`src/rtl/lcd_seq_pkg.sv`:
```
package lcd_seq_pkg;

    localparam int DOT_W  = 9;
    localparam int LINE_W = 8;

    typedef enum logic [1:0] {
        MODE_HBLANK = 2'd0,
        MODE_VBLANK = 2'd1,
        MODE_OAM    = 2'd2,
        MODE_XFER   = 2'd3
    } lcd_mode_e;

    typedef struct packed {
        logic              first;
        logic [LINE_W-1:0] line;
        logic [DOT_W-1:0]  dot;
    } lcd_pos_t;

    // Index of the final dot of the current line.
    function automatic logic [DOT_W-1:0] line_end_dot(input logic first,
                                                      input int   line_dots,
                                                      input int   trim);
        return first ? DOT_W'(line_dots - trim - 1) : DOT_W'(line_dots - 1);
    endfunction

endpackage

```
`src/rtl/lcd_pos_counter.sv`:
```
module lcd_pos_counter
    import lcd_seq_pkg::*;
#(
    parameter int LINE_DOTS   = 456,
    parameter int FRAME_LINES = 154,
    parameter int FIRST_TRIM  = 8
) (
    input  logic     clk,
    input  logic     rst,
    input  logic     lcd_en,
    output lcd_pos_t pos_o,
    output logic [DOT_W-1:0] end_dot_o
);

    localparam logic [LINE_W-1:0] LAST_LINE = LINE_W'(FRAME_LINES - 1);

    lcd_pos_t          pos_q, pos_d;
    logic [DOT_W-1:0]  end_dot;

    always_comb begin
        end_dot = line_end_dot(pos_q.first, LINE_DOTS, FIRST_TRIM);
        pos_d   = pos_q;
        if (!lcd_en) begin
            pos_d = '{first: 1'b1, default: '0};
        end else if (pos_q.dot == end_dot) begin
            pos_d.dot   = '0;
            pos_d.first = 1'b0;
            pos_d.line  = (pos_q.line == LAST_LINE) ? '0 : pos_q.line + 1'b1;
        end else begin
            pos_d.dot = pos_q.dot + 1'b1;
        end
    end

    always_ff @(posedge clk) begin
        if (rst) pos_q <= '{first: 1'b1, default: '0};
        else     pos_q <= pos_d;
    end

    assign pos_o     = pos_q;
    assign end_dot_o = end_dot;

    AST_LINE_ADVANCE: assert property (@(posedge clk) disable iff (rst)
        (lcd_en && pos_q.dot == end_dot && pos_q.line != LAST_LINE)
        |=> (pos_q.line == $past(pos_q.line) + 1'b1 && pos_q.dot == '0));
    AST_LINE_WRAP: assert property (@(posedge clk) disable iff (rst)
        (lcd_en && pos_q.dot == end_dot && pos_q.line == LAST_LINE)
        |=> (pos_q.line == '0 && !pos_q.first));
    AST_DOT_BOUND: assert property (@(posedge clk) disable iff (rst)
        pos_q.dot <= end_dot);
    AST_OFF_HOLD: assert property (@(posedge clk) disable iff (rst)
        !lcd_en |=> (pos_q.dot == '0 && pos_q.line == '0 && pos_q.first));

endmodule

```
`src/rtl/lcd_mode_decode.sv`:
```
module lcd_mode_decode
    import lcd_seq_pkg::*;
#(
    parameter int OAM_DOTS  = 80,
    parameter int XFER_DOTS = 172,
    parameter int VIS_LINES = 144,
    parameter int MCYC_DOTS = 4
) (
    input  logic             clk,
    input  logic             rst,
    input  logic             lcd_en,
    input  logic             color_mode,
    input  lcd_pos_t         pos_i,
    input  logic [DOT_W-1:0] end_dot_i,
    output lcd_mode_e        mode_o,
    output logic             oam_blk_o,
    output logic             vram_blk_o,
    output logic             hbl_mask_o
);

    localparam logic [DOT_W-1:0]  OAM_END  = DOT_W'(OAM_DOTS);
    localparam logic [DOT_W-1:0]  HB_START = DOT_W'(OAM_DOTS + XFER_DOTS);
    localparam logic [LINE_W-1:0] VIS_END  = LINE_W'(VIS_LINES);

    logic in_vis, first_span, tail_span;

    assign in_vis     = pos_i.line < VIS_END;
    assign first_span = pos_i.first && pos_i.dot < OAM_END;
    assign tail_span  = pos_i.dot >= HB_START && pos_i.dot > end_dot_i - DOT_W'(MCYC_DOTS);

    always_comb begin
        mode_o = MODE_HBLANK;
        if (lcd_en) begin
            if (!in_vis)                mode_o = MODE_VBLANK;
            else if (pos_i.dot < OAM_END) mode_o = pos_i.first ? MODE_HBLANK : MODE_OAM;
            else if (pos_i.dot < HB_START) mode_o = MODE_XFER;
            else                        mode_o = MODE_HBLANK;
        end
    end

    assign oam_blk_o  = (mode_o == MODE_OAM) || (mode_o == MODE_XFER);
    assign vram_blk_o = (mode_o == MODE_XFER) || (mode_o == MODE_OAM && !color_mode);
    assign hbl_mask_o = lcd_en && in_vis && (first_span || tail_span);

    AST_MASK_IN_HBLANK: assert property (@(posedge clk) disable iff (rst)
        hbl_mask_o |-> mode_o == MODE_HBLANK);
    AST_MASK_CLEAR_NEWLINE: assert property (@(posedge clk) disable iff (rst)
        (pos_i.dot == '0 && !pos_i.first) |-> !hbl_mask_o);
    AST_VBLANK_MODE: assert property (@(posedge clk) disable iff (rst)
        (lcd_en && !in_vis) |-> (mode_o == MODE_VBLANK && !oam_blk_o && !hbl_mask_o));
    AST_FIRST_NO_OAM: assert property (@(posedge clk) disable iff (rst)
        pos_i.first |-> mode_o != MODE_OAM);
    AST_COLOR_VRAM_OPEN: assert property (@(posedge clk) disable iff (rst)
        (color_mode && mode_o == MODE_OAM) |-> !vram_blk_o);
    AST_OFF_QUIET: assert property (@(posedge clk) disable iff (rst)
        !lcd_en |-> (mode_o == MODE_HBLANK && !oam_blk_o && !vram_blk_o && !hbl_mask_o));

endmodule

```
`src/rtl/lcd_vblank_pulse.sv`:
```
module lcd_vblank_pulse
    import lcd_seq_pkg::*;
#(
    parameter int VIS_LINES = 144
) (
    input  logic      clk,
    input  logic      rst,
    input  logic      lcd_en,
    input  lcd_pos_t  pos_i,
    input  lcd_mode_e mode_i,
    output logic      irq_o
);

    assign irq_o = lcd_en && pos_i.line == LINE_W'(VIS_LINES) && pos_i.dot == '0;

    AST_VBL_ONE_CYCLE: assert property (@(posedge clk) disable iff (rst)
        irq_o |=> !irq_o);
    AST_VBL_WITH_MODE: assert property (@(posedge clk) disable iff (rst)
        irq_o |-> mode_i == MODE_VBLANK);

endmodule

```
`src/rtl/lcd_timing_seq.sv`:
```
module lcd_timing_seq
    import lcd_seq_pkg::*;
#(
    parameter int LINE_DOTS   = 456,
    parameter int OAM_DOTS    = 80,
    parameter int XFER_DOTS   = 172,
    parameter int VIS_LINES   = 144,
    parameter int FRAME_LINES = 154,
    parameter int FIRST_TRIM  = 8,
    parameter int MCYC_DOTS   = 4
) (
    input  logic              clk,
    input  logic              rst,
    input  logic              lcd_en,
    input  logic              color_mode,
    output logic [LINE_W-1:0] line_o,
    output logic [1:0]        mode_o,
    output logic              oam_wr_block_o,
    output logic              vram_block_o,
    output logic              hblank_irq_mask_o,
    output logic              vblank_irq_o
);

    lcd_pos_t         pos;
    logic [DOT_W-1:0] end_dot;
    lcd_mode_e        mode;

    lcd_pos_counter #(
        .LINE_DOTS  (LINE_DOTS),
        .FRAME_LINES(FRAME_LINES),
        .FIRST_TRIM (FIRST_TRIM)
    ) u_pos (
        .clk      (clk),
        .rst      (rst),
        .lcd_en   (lcd_en),
        .pos_o    (pos),
        .end_dot_o(end_dot)
    );

    lcd_mode_decode #(
        .OAM_DOTS (OAM_DOTS),
        .XFER_DOTS(XFER_DOTS),
        .VIS_LINES(VIS_LINES),
        .MCYC_DOTS(MCYC_DOTS)
    ) u_mode (
        .clk       (clk),
        .rst       (rst),
        .lcd_en    (lcd_en),
        .color_mode(color_mode),
        .pos_i     (pos),
        .end_dot_i (end_dot),
        .mode_o    (mode),
        .oam_blk_o (oam_wr_block_o),
        .vram_blk_o(vram_block_o),
        .hbl_mask_o(hblank_irq_mask_o)
    );

    lcd_vblank_pulse #(
        .VIS_LINES(VIS_LINES)
    ) u_vbl (
        .clk   (clk),
        .rst   (rst),
        .lcd_en(lcd_en),
        .pos_i (pos),
        .mode_i(mode),
        .irq_o (vblank_irq_o)
    );

    assign line_o = lcd_en ? pos.line : '0;
    assign mode_o = mode;

    AST_LINE_ZERO_OFF: assert property (@(posedge clk) disable iff (rst)
        !lcd_en |-> (line_o == '0 && !vblank_irq_o));

endmodule

```
`config.mk`:
```
export PLATFORM = sky130hd
export DESIGN_NAME = lcd_timing_seq
export DESIGN_NICKNAME = d
export VERILOG_FILES = /design/src/rtl/lcd_seq_pkg.sv /design/src/rtl/lcd_pos_counter.sv /design/src/rtl/lcd_mode_decode.sv /design/src/rtl/lcd_vblank_pulse.sv /design/src/rtl/lcd_timing_seq.sv
export SDC_FILE = /design/constraint.sdc
export NUM_CORES = 1
export LEC_CHECK = 0
export BUFFER_PORTS_ARGS = -buffer_cell sky130_fd_sc_hd__buf_4
export CAP_MARGIN = 20
export CORE_MARGIN = 4
export CORE_UTILIZATION = 55
export CTS_CLUSTER_DIAMETER = 200
export CTS_CLUSTER_SIZE = 28
export DETAILED_ROUTE_END_ITERATION = 7
export GPL_ROUTABILITY_DRIVEN = 0
export GPL_TIMING_DRIVEN = 1
export PLACE_DENSITY = 0.78
export SYNTH_ARGS = -nofsm -noshare
export SYNTH_HDL_FRONTEND = slang
export SYNTH_SLANG_ARGS = --single-unit
```
`constraint.sdc`:
```
create_clock -name clk -period 2.21 [get_ports clk]
set_input_delay 0.221 -clock clk [delete_from_list [all_inputs] [get_ports clk]]
set_output_delay 0.221 -clock clk [all_outputs]
set_load 0.05 [all_outputs]
```
-- Yosys cells after proc, flatten, opt, wreduce, memory -nomap -nowiden
Cells that the tools add are included.
- $add $sub $neg: 3
- eq/ne operators: 5
- multipliers: 0
- shift operators: 0
- multiplexer cells: 8
- reductions and logical operators: 14
- magnitude comparators: 5
- bitwise gates (word level): 1
- divide/modulo/power cells: 0
- operators with widths (cell ; count):
    $eq 8x8->1 const B ; 2
    $mux 8 ; 2
    $mux 2 ; 5
    $add 9x1->9 const B ; 1
    $eq 9x9->1 ; 1
    $ge 9x8->1 const B ; 1
    $gt 9x9->1 ; 1
    $logic_not 9->1 ; 1
    $lt 9x7->1 const B ; 1
    $lt 9x8->1 const B ; 1
    $sub 8x4->9 const B ; 1
    $add 8x1->8 const B ; 1
    $lt 8x8->1 const B ; 1
    $logic_and 1x1->1 ; 7
    $mux 7 ; 1
    $eq 2x2->1 const B ; 2
    $logic_or 1x1->1 ; 3
    $reduce_or 3->1 ; 1
    $reduce_or 2->1 ; 1
    $logic_not 1->1 ; 1
    $not 1->1 ; 1
- logic and storage cells: 39
- bits in read-only memories: 0
- register bits: 18
- RAM bits: 0
- output and inout bits: 14
- latch bits: 0
- memories kept: 0
- input port bits: 4

-- Longest topological paths before layout
Gate-level depths: netlist (run 1).
- depth after elaboration: 8
- mapped depth: 6
- gate-level depth less buffers: 6

-- Cells and area by module
Synthesis (run 1) repeated with hierarchy kept, for this count alone.
- cell total of the unflattened synthesis: 177
- area, all modules: 1470.2 um2
- modules (own cells, without submodules) (module ; times used ; cells an instance ; area an instance (um2) ; seq. area each (um2)):
    lcd_pos_counter ; 1 ; 108 ; 955.9 ; 360.3
    lcd_mode_decode ; 1 ; 53 ; 414.1 ; 0.0
    lcd_timing_seq ; 1 ; 8 ; 50.0 ; 0.0
    lcd_vblank_pulse ; 1 ; 8 ; 50.0 ; 0.0

-- Least setup slack after synthesis (run 1)
OpenSTA, ideal clock, no wires.
- kind: reg-to-output
- from: register u_pos.pos_q, in the netlist u_pos.pos_o[9]
- to: output vblank_irq_o
- path buffers: 0
- setup slack: -352 ps
- required time: 1989 ps
- arrival: 2341 ps
- stages on the path, launching flop included: 6
- cell sequence: dfxtp_1 > inv_1 > ha_1 > nor4bb_1 > nand4_1 > nor4_1
- longest elaborated chain between the ends: 3
- RTL lines (element ; line ; text):
    from (decl) ; lcd_pos_counter.sv:17 ; lcd_pos_t pos_q, pos_d;
    from (signal assigned) ; lcd_pos_counter.sv:36 ; else pos_q <= pos_d;
    $eq 8x8->1 ; lcd_vblank_pulse.sv:14 ; assign irq_o = lcd_en && pos_i.line == LINE_W'(VIS_LINES) && pos_i.dot == '0;
    $logic_and 1x1->1 (2 in a row) ; lcd_vblank_pulse.sv:14 ;
    to (decl) ; lcd_timing_seq.sv:21 ; output logic vblank_irq_o
Every way passes these cells.

-- Final worst setup path (run 1)
- from: register u_pos.pos_q, in the netlist u_pos.pos_o[17]
- to: output hblank_irq_mask_o
- longest elaborated chain between the ends: 6
- RTL lines (element ; line ; text):
    $mux 7 ; lcd_seq_pkg.sv:23 ; return first ? DOT_W'(line_dots - trim - 1) : DOT_W'(line_dots - 1);
    $sub 8x4->9 ; lcd_mode_decode.sv:29 ; assign tail_span = pos_i.dot >= HB_START && pos_i.dot > end_dot_i - DOT_W'(MCYC_DOTS);
    $gt 9x9->1 ; lcd_mode_decode.sv:29 ;
    $logic_and 1x1->1 ; lcd_mode_decode.sv:29 ;
    $logic_or 1x1->1 (*) ; lcd_mode_decode.sv:43 ; assign hbl_mask_o = lcd_en && in_vis && (first_span || tail_span);
    $logic_and 1x1->1 (*) ; lcd_mode_decode.sv:43 ;
    to (decl) ; lcd_timing_seq.sv:20 ; output logic hblank_irq_mask_o,
Every way passes the cells marked *; elsewhere a longest branch is shown, timed or not.

==> results.yml, run 1 <==
run_status:
  outcome: "complete, no violations"
worst_setup_path:
  crit_type: "reg2out"
  setup.worst_path.end_class: "output pin"
  cp_data_required_time_ns: 1.99
  worst_path_largest_cell_delay_ns: 0.39
  timing.critical_path.buf_inv: 2
  crit_slowest_cell: "dfxtp_4"
  crit_path_cell_trace: "inv_1 > ha_1 > nand4_2 > o221ai_2 > o2111ai_2 > a21oi_2 > buf_6"
  critPathTopFamily: "compound AO/OA/AOI/OAI gates"
  highest_fanout_seen_on_the_critical_path: 6
  cp.arrival_ns: 1.96
  worstSetupStartpointType: "flop"
min_path:
  worstHoldPathType: "in2reg"
drt:
  wl_um: 2710
  post_drt_wl_per_cell_um: 15.1
  drt_pass1_iterations: 5
  routed_via_density: 5.69
  drc: 0
  via_count: 1018
  final_antenna_net_count: 0
  drt-initial-drc-count: 14
finish:
  fin_area_um2: 1350
  antenna-diode-count: 0
  area_delta_synth_final_pct: 19.7
  multi_input_area_um2: 748
  drive_gt1_share_pct: 21.1
  fillers: 190
  seqCellArea_um2: 364
  num-nets-final: 166
  largest_register_ffs: 18
  final_core_util_pct: 68.7
synthesis:
  yosys.cell_types.count: 33
  synth_warnings: 0
  post_synth_top_area_cell: "dfxtp_1"
  post-synth-top-area-fraction_pct: 32.0
  postSynthAreaPerCell_um2: 8.47
  synth_sequential_area_ratio_pct: 32.0
  synthesis.area_um2: 1130
  synth.ff_latch_count: 18
  netlist_instances: 133
  synth_nets: 146
  synth.area.top_cells: "dfxtp_1 (32%), ha_1 (10%), xnor2_1 (5.4%)"
clock_tree:
  cts.sink_count: 18
  tritoncts_clock_tree: "done"
  insertion_delay_ns: 0.30
  tritoncts.num_buffers: 3
  cts.reportedPaths.clkPinSlew_ns: 0.10
  post_cts_hold_buffer_count: 0
  clock-root-buffer: "clkbuf_4"
  post_cts_buffers: 0
  clockBufferDepth: 2
  cts.htree.levels: 1
placed_design:
  detailedPlacementHpwl_um: 2030
  post_place_cell_area_um2: 1290
  pre_cts_slack_ns: 0.238
  portBuffers: 17
global_routing:
  grt_pass1_vias: 1008
  grt_pass1_wl_um: 4420
  maximum_number_of_pins_on_one_net_before_global_route_repair: 15
  globalRouteOverflowTotal: 0
  antenna_violations_before_repair: 0
  globalRouteTotalUtil_pct: 21.8
timing:
  finalCriticalPeriod_ns: 2.18
  hold_violations: 0
  maxClockFrequency_mhz: 459
  worst_pin_slew_ns: 0.522
  rsz0062_at_grt: "true"
  slew_headroom_pct: 64.9
  post-route-period-util_pct: 98.6
  setup_slack_ns: 0.0311
  finalSetupViolations: 0
  final_count_of_pins_violating_max_slew: 0
  fin_worst_skew_ns: 0.00499
  tns_ns: 0
floorplan:
  initial_core_util_pct: 57.4
  die_w_um: 53.3
  core_area_um2: 1960
  io_pins: 18
  die_area_um2: 2840
  chipHeight_um: 53.3
  core.rowCount: 16
power_and_ir_drop:
  internal_power_w: 0.000437
  power_density_nw_per_um2: 417
  vdd_drop_max_v: 0.000315
  power.share.sequential_pct: 58.3
  power_switching_share_pct: 22.3
  total_switching_power_w: 0.000125
  share_clk_of_total_power_pct: 36.4
  power.combinational.fraction_pct: 5.3
  p_total_w: 0.000562
  leakagePower_nw: 0.541
flow_run:
  maxCapViolCount: 0
-- metrics by stage --
step | hold WS [ns] | cells
final | 0.198 | 179
after global routing | 0.200 | 179
after detailed placement | 0.505 | 175
after CTS | 0.185 | 179
after global placement | 0.504 | 175
after floorplan | 0.375 | 133
-- layout by cell type, fill, tap and decap left out --
| cell type | instances |
|---|---|
| o221ai_2 | 1 |
| nand3_1 | 6 |
| clkbuf_4 | 3 |
| o21a_1 | 2 |
| buf_4 | 17 |
| dfxtp_1 | 17 |
| o31ai_1 | 2 |
| xor2_1 | 6 |
| nor4_2 | 1 |
| clkbuf_8 | 1 |
| xnor2_1 | 7 |
| nand2_1 | 7 |
| dfxtp_4 | 1 |
| o21ai_4 | 1 |
| and4_1 | 1 |
| nand4bb_1 | 1 |
| nor4b_1 | 2 |
| nor3_1 | 4 |
| and2b_1 | 1 |
| and3_1 | 2 |
| and2_1 | 9 |
| nand2b_1 | 2 |
| a21oi_1 | 7 |
| or2_2 | 1 |
| and3_2 | 1 |
| buf_6 | 1 |
| nor2_1 | 16 |
| inv_1 | 7 |
| nor4bb_1 | 1 |
| a21oi_2 | 1 |
| nand4_2 | 1 |
| nor4_1 | 3 |
| o2111ai_2 | 1 |
| or2b_1 | 1 |
| nand4_4 | 1 |
| nand4_1 | 6 |
| ha_1 | 9 |
| o21ai_0 | 1 |
-- synthesized netlist by cell type --
cell,count
nor4b_1,2
inv_1,7
nand4bb_1,1
nand4_2,1
and2b_1,1
or2b_1,1
nor3_1,4
a21oi_1,8
nand2b_1,2
and4_1,1
dfxtp_1,18
ha_1,9
o21ai_4,1
or2_2,1
clkbuf_1,1
o21ai_0,1
nor4bb_1,1
and2_1,9
o2111ai_1,1
nor4_1,4
nand4_4,1
o31ai_1,2
nand2_1,7
and3_1,2
xor2_1,6
xnor2_1,7
clkbuf_2,2
nand3_1,6
o221ai_1,1
nor2_1,16
o21a_1,2
nand4_1,6
and3_2,1
-- worst reg2reg max path, cell delays in order (launching register included) --
cell and delay (ns):
dfxtp_4 0.39, inv_1 0.09, ha_1 0.33, nand4_2 0.16
buf_4 0.19, or2_2 0.36, o21ai_4 0.25, nor2_1 0.08
-- repair_timing --
item                       in CTS  in global routing
setup endpoints to repair       1                  2
resized for setup               3                  2
pin swaps                       0                  2
-- kinds of logic (layout without fill, tap and decap cells) --
logic type / after synthesis / in the layout / synth area share, %
flops: 18 / 18 / 32.0
xor+xnor: 13 / 13 / 10.1
buf+inv: 10 / 29 / 3.56
compound gates: 16 / 16 / 9.67
fa+ha+maj: 9 / 9 / 10.0
simple gates: 67 / 67 / 34.7
-- cell type report --
cell class,count,area share [%]
Sequential cell,18,27.0
Inverter,7,1.95
Multi-Input combinational cell,105,55.5
Clock buffer,4,2.69
Tap cell,27,2.51
Timing Repair Buffer,18,10.3
-- worst paths after layout --
| check | depth (start not counted) | endpoint | slack (ns) | startpoint |
|---|---|---|---|---|
| max | 7 | hblank_irq_mask_o | 0.03 | u_pos.pos_o[17]$_SDFFE_PP1P_ |
| min | 3 | u_pos.pos_o[10]$_SDFFE_PP0P_ | 0.20 | rst |
| max reg2reg | 7 | u_pos.pos_o[16]$_SDFFE_PP0P_ | 0.27 | u_pos.pos_o[17]$_SDFFE_PP1P_ |
| min reg2reg | 2 | u_pos.pos_o[10]$_SDFFE_PP0P_ | 0.52 | u_pos.pos_o[10]$_SDFFE_PP0P_ |
-- routing by layer --
metal,track usage [%],wire [um],vias up
met2,40.8,1440,28
li1,-,-,505
met4,10.2,85,0
met1,23.5,1080,476
met5,0,0,-
met3,2.82,101,9
-- power groups by stage --
stage | Combinational, W | Clock (W) | Sequential [W]
2_1_floorplan | 0.0000181 | 0 | 0.000336
3_3_place_gp | 0.0000277 | 0 | 0.000337
3_5_place_dp | 0.0000289 | 0 | 0.000337
4_1_cts | 0.0000298 | 0.000212 | 0.000328
5_1_grt | 0.0000326 | 0.000226 | 0.000329
6_report | 0.0000298 | 0.000205 | 0.000328
Note: power is estimated with default switching activity, not from simulation.
==> run 2: changes to the inputs <==
--- a/config.mk
+++ b/config.mk
@@ -14,6 +14,8 @@
 export DETAILED_ROUTE_END_ITERATION = 7
 export GPL_ROUTABILITY_DRIVEN = 0
 export GPL_TIMING_DRIVEN = 1
+export HOLD_SLACK_MARGIN = 0.03
+export MAX_ROUTING_LAYER = met4
 export PLACE_DENSITY = 0.78
 export SYNTH_ARGS = -nofsm -noshare
 export SYNTH_HDL_FRONTEND = slang
==> run 2 against run 1 <==
Net effect:
- critical path depth unchanged
- non-clock buffer count unchanged
- via count decreased by 0.39%
- combinational power about the same
- first-iteration DRC count unchanged
- sequential power about the same
- hold slack about the same
==> results.yml, run 2 (synthesized netlist as in run 1, its figures left out) <==
run_status:
  outcome: "complete, no violations"
clock_tree:
  cts.reportedPaths.clkPinSlew_ns: 0.10
  cts.htree.levels: 1
  insertion_delay_ns: 0.30
  post_cts_hold_buffer_count: 0
  tritoncts.num_buffers: 3
  post_cts_buffers: 0
  clockBufferDepth: 2
  tritoncts_clock_tree: "done"
  clock-root-buffer: "clkbuf_4"
  cts.sink_count: 18
worst_setup_path:
  worst_path_largest_cell_delay_ns: 0.39
  r2r_cells: 7
  worstReg2RegEnd: "u_pos.pos_o[16]$_SDFFE_PP0P_"
  setup.worst_path.end_class: "output pin"
  crit_type: "reg2out"
  cp_data_required_time_ns: 1.99
  crit_slowest_cell: "dfxtp_4"
  highest_fanout_seen_on_the_critical_path: 6
  r2r_slack_ns: 0.28
  cp.arrival_ns: 1.96
  worstSetupStartpointType: "flop"
  worstReg2RegStart: "u_pos.pos_o[17]$_SDFFE_PP1P_"
  crit_path_cell_trace: "inv_1 > ha_1 > nand4_2 > o221ai_2 > o2111ai_2 > a21oi_2 > buf_6"
floorplan:
  initial_core_util_pct: 57.4
  core_area_um2: 1960
  io_pins: 18
  chipHeight_um: 53.3
  die_area_um2: 2840
  core.rowCount: 16
  die_w_um: 53.3
global_routing:
  maximum_number_of_pins_on_one_net_before_global_route_repair: 15
  grt_pass1_wl_um: 4430
  globalRouteTotalUtil_pct: 22.3
  globalRouteOverflowTotal: 0
  antenna_violations_before_repair: 0
  grt_pass1_vias: 1007
finish:
  final_cell_mix: "buf_4 (17), dfxtp_1 (17), nor2_1 (16)"
  multi_input_area_um2: 748
  area_delta_synth_final_pct: 19.7
  antenna-diode-count: 0
  fillers: 190
  fin_area_um2: 1350
  final_core_util_pct: 68.7
  largest_register_ffs: 18
  seqCellArea_um2: 364
  num-nets-final: 166
  drive_gt1_share_pct: 21.1
drt:
  post_drt_wl_per_cell_um: 15.1
  via_count: 1014
  final_antenna_net_count: 0
  wl_um: 2700
  drt-initial-drc-count: 14
  drc: 0
  drt_pass1_iterations: 4
  routed_via_density: 5.66
timing:
  fin_worst_skew_ns: 0.00472
  slew_headroom_pct: 64.9
  rsz0062_at_grt: "true"
  finalCriticalPeriod_ns: 2.18
  finalSetupViolations: 0
  worst_pin_slew_ns: 0.522
  final_count_of_pins_violating_max_slew: 0
  post-route-period-util_pct: 98.7
  hold_violations: 0
  maxClockFrequency_mhz: 459
  finalHoldWorstSlack_ns: 0.198
power_and_ir_drop:
  leakagePower_nw: 0.541
  vdd_drop_max_v: 0.000315
  power_density_nw_per_um2: 417
placed_design:
  post_place_cell_area_um2: 1290
  detailedPlacementHpwl_um: 2030
  portBuffers: 17
min_path:
  worst_hold_startpoint: "rst"
  holdPathStages: 3
  worstHoldPathType: "in2reg"
  hold-path-endpoint: "u_pos.pos_o[10]$_SDFFE_PP0P_"
flow_run:
  maxCapViolCount: 0
-- run 2: cell counts in the layout (fill, tap and decap cells not counted) --
No cell type changed its count.
-- run 2: worst max path at each step --
stage	start	end	cells after the start	slack (ns)
after CTS	u_pos.pos_o[17]$_SDFFE_PP1P_	hblank_irq_mask_o	7	0.01
after floorplan	u_pos.pos_o[17]$_SDFFE_PP1P_	hblank_irq_mask_o	6	0.13
after global routing	u_pos.pos_o[17]$_SDFFE_PP1P_	hblank_irq_mask_o	7	-0.08
final	u_pos.pos_o[17]$_SDFFE_PP1P_	hblank_irq_mask_o	7	0.03
after detailed placement	u_pos.pos_o[17]$_SDFFE_PP1P_	u_pos.pos_o[14]$_SDFFE_PP0P_	7	0.24
after global placement	u_pos.pos_o[17]$_SDFFE_PP1P_	hblank_irq_mask_o	7	0.34
-- run 2: area by class of cell --
class | count | share of cell area, %
clock buffer | 4 | 2.69
inverter | 7 | 1.95
multi-input combinational | 105 | 55.5
sequential | 18 | 27.0
tap | 27 | 2.51
timing repair buffer | 18 | 10.3
-- run 2: through the flow --
step	setup slack, ns	TNS, ns	cells	total power (W)
2_1_floorplan	0.134	0	133	0.000354
4_1_cts	0.0104	0	179	0.000569
3_3_place_gp	0.340	0	175	0.000364
6_report	0.0296	0	179	0.000562
5_1_grt	-0.0784	-0.0974	179	0.000587
3_5_place_dp	0.238	0	175	0.000366
-- run 2: timing repair --
item / CTS / global route
pin swaps: 0 / 2
endpoints found under the setup margin: 1 / 2
resized for setup: 3 / 2
-- run 2: layer usage --
layer / track usage, % / vias up / routed length [um]
li1: - / 506 / -
met1: 23.5 / 471 / 1090
met2: 40.8 / 28 / 1420
met3: 2.82 / 9 / 97
met4: 10.2 / 0 / 85
met5: - / - / 0
-- run 2: worst max-delay path: cells and delay by family (launching register included) --
family	cells	cell delay (ns)
and+or+nand+nor	1	0.16
buffers and inverters	2	0.26
DFF	1	0.39
adders and majority gates	1	0.33
AOI/OAI and AO/OA	3	0.54
-- run 2: power breakdown --
| part | switching (W) | leakage [nW] | internal [W] |
|---|---|---|---|
| sequential | 0.00000323 | 0.145 | 0.000325 |
| combinational | 0.0000181 | 0.375 | 0.0000116 |
| clock | 0.000104 | 0.0210 | 0.000101 |
| total | 0.000125 | 0.541 | 0.000437 |
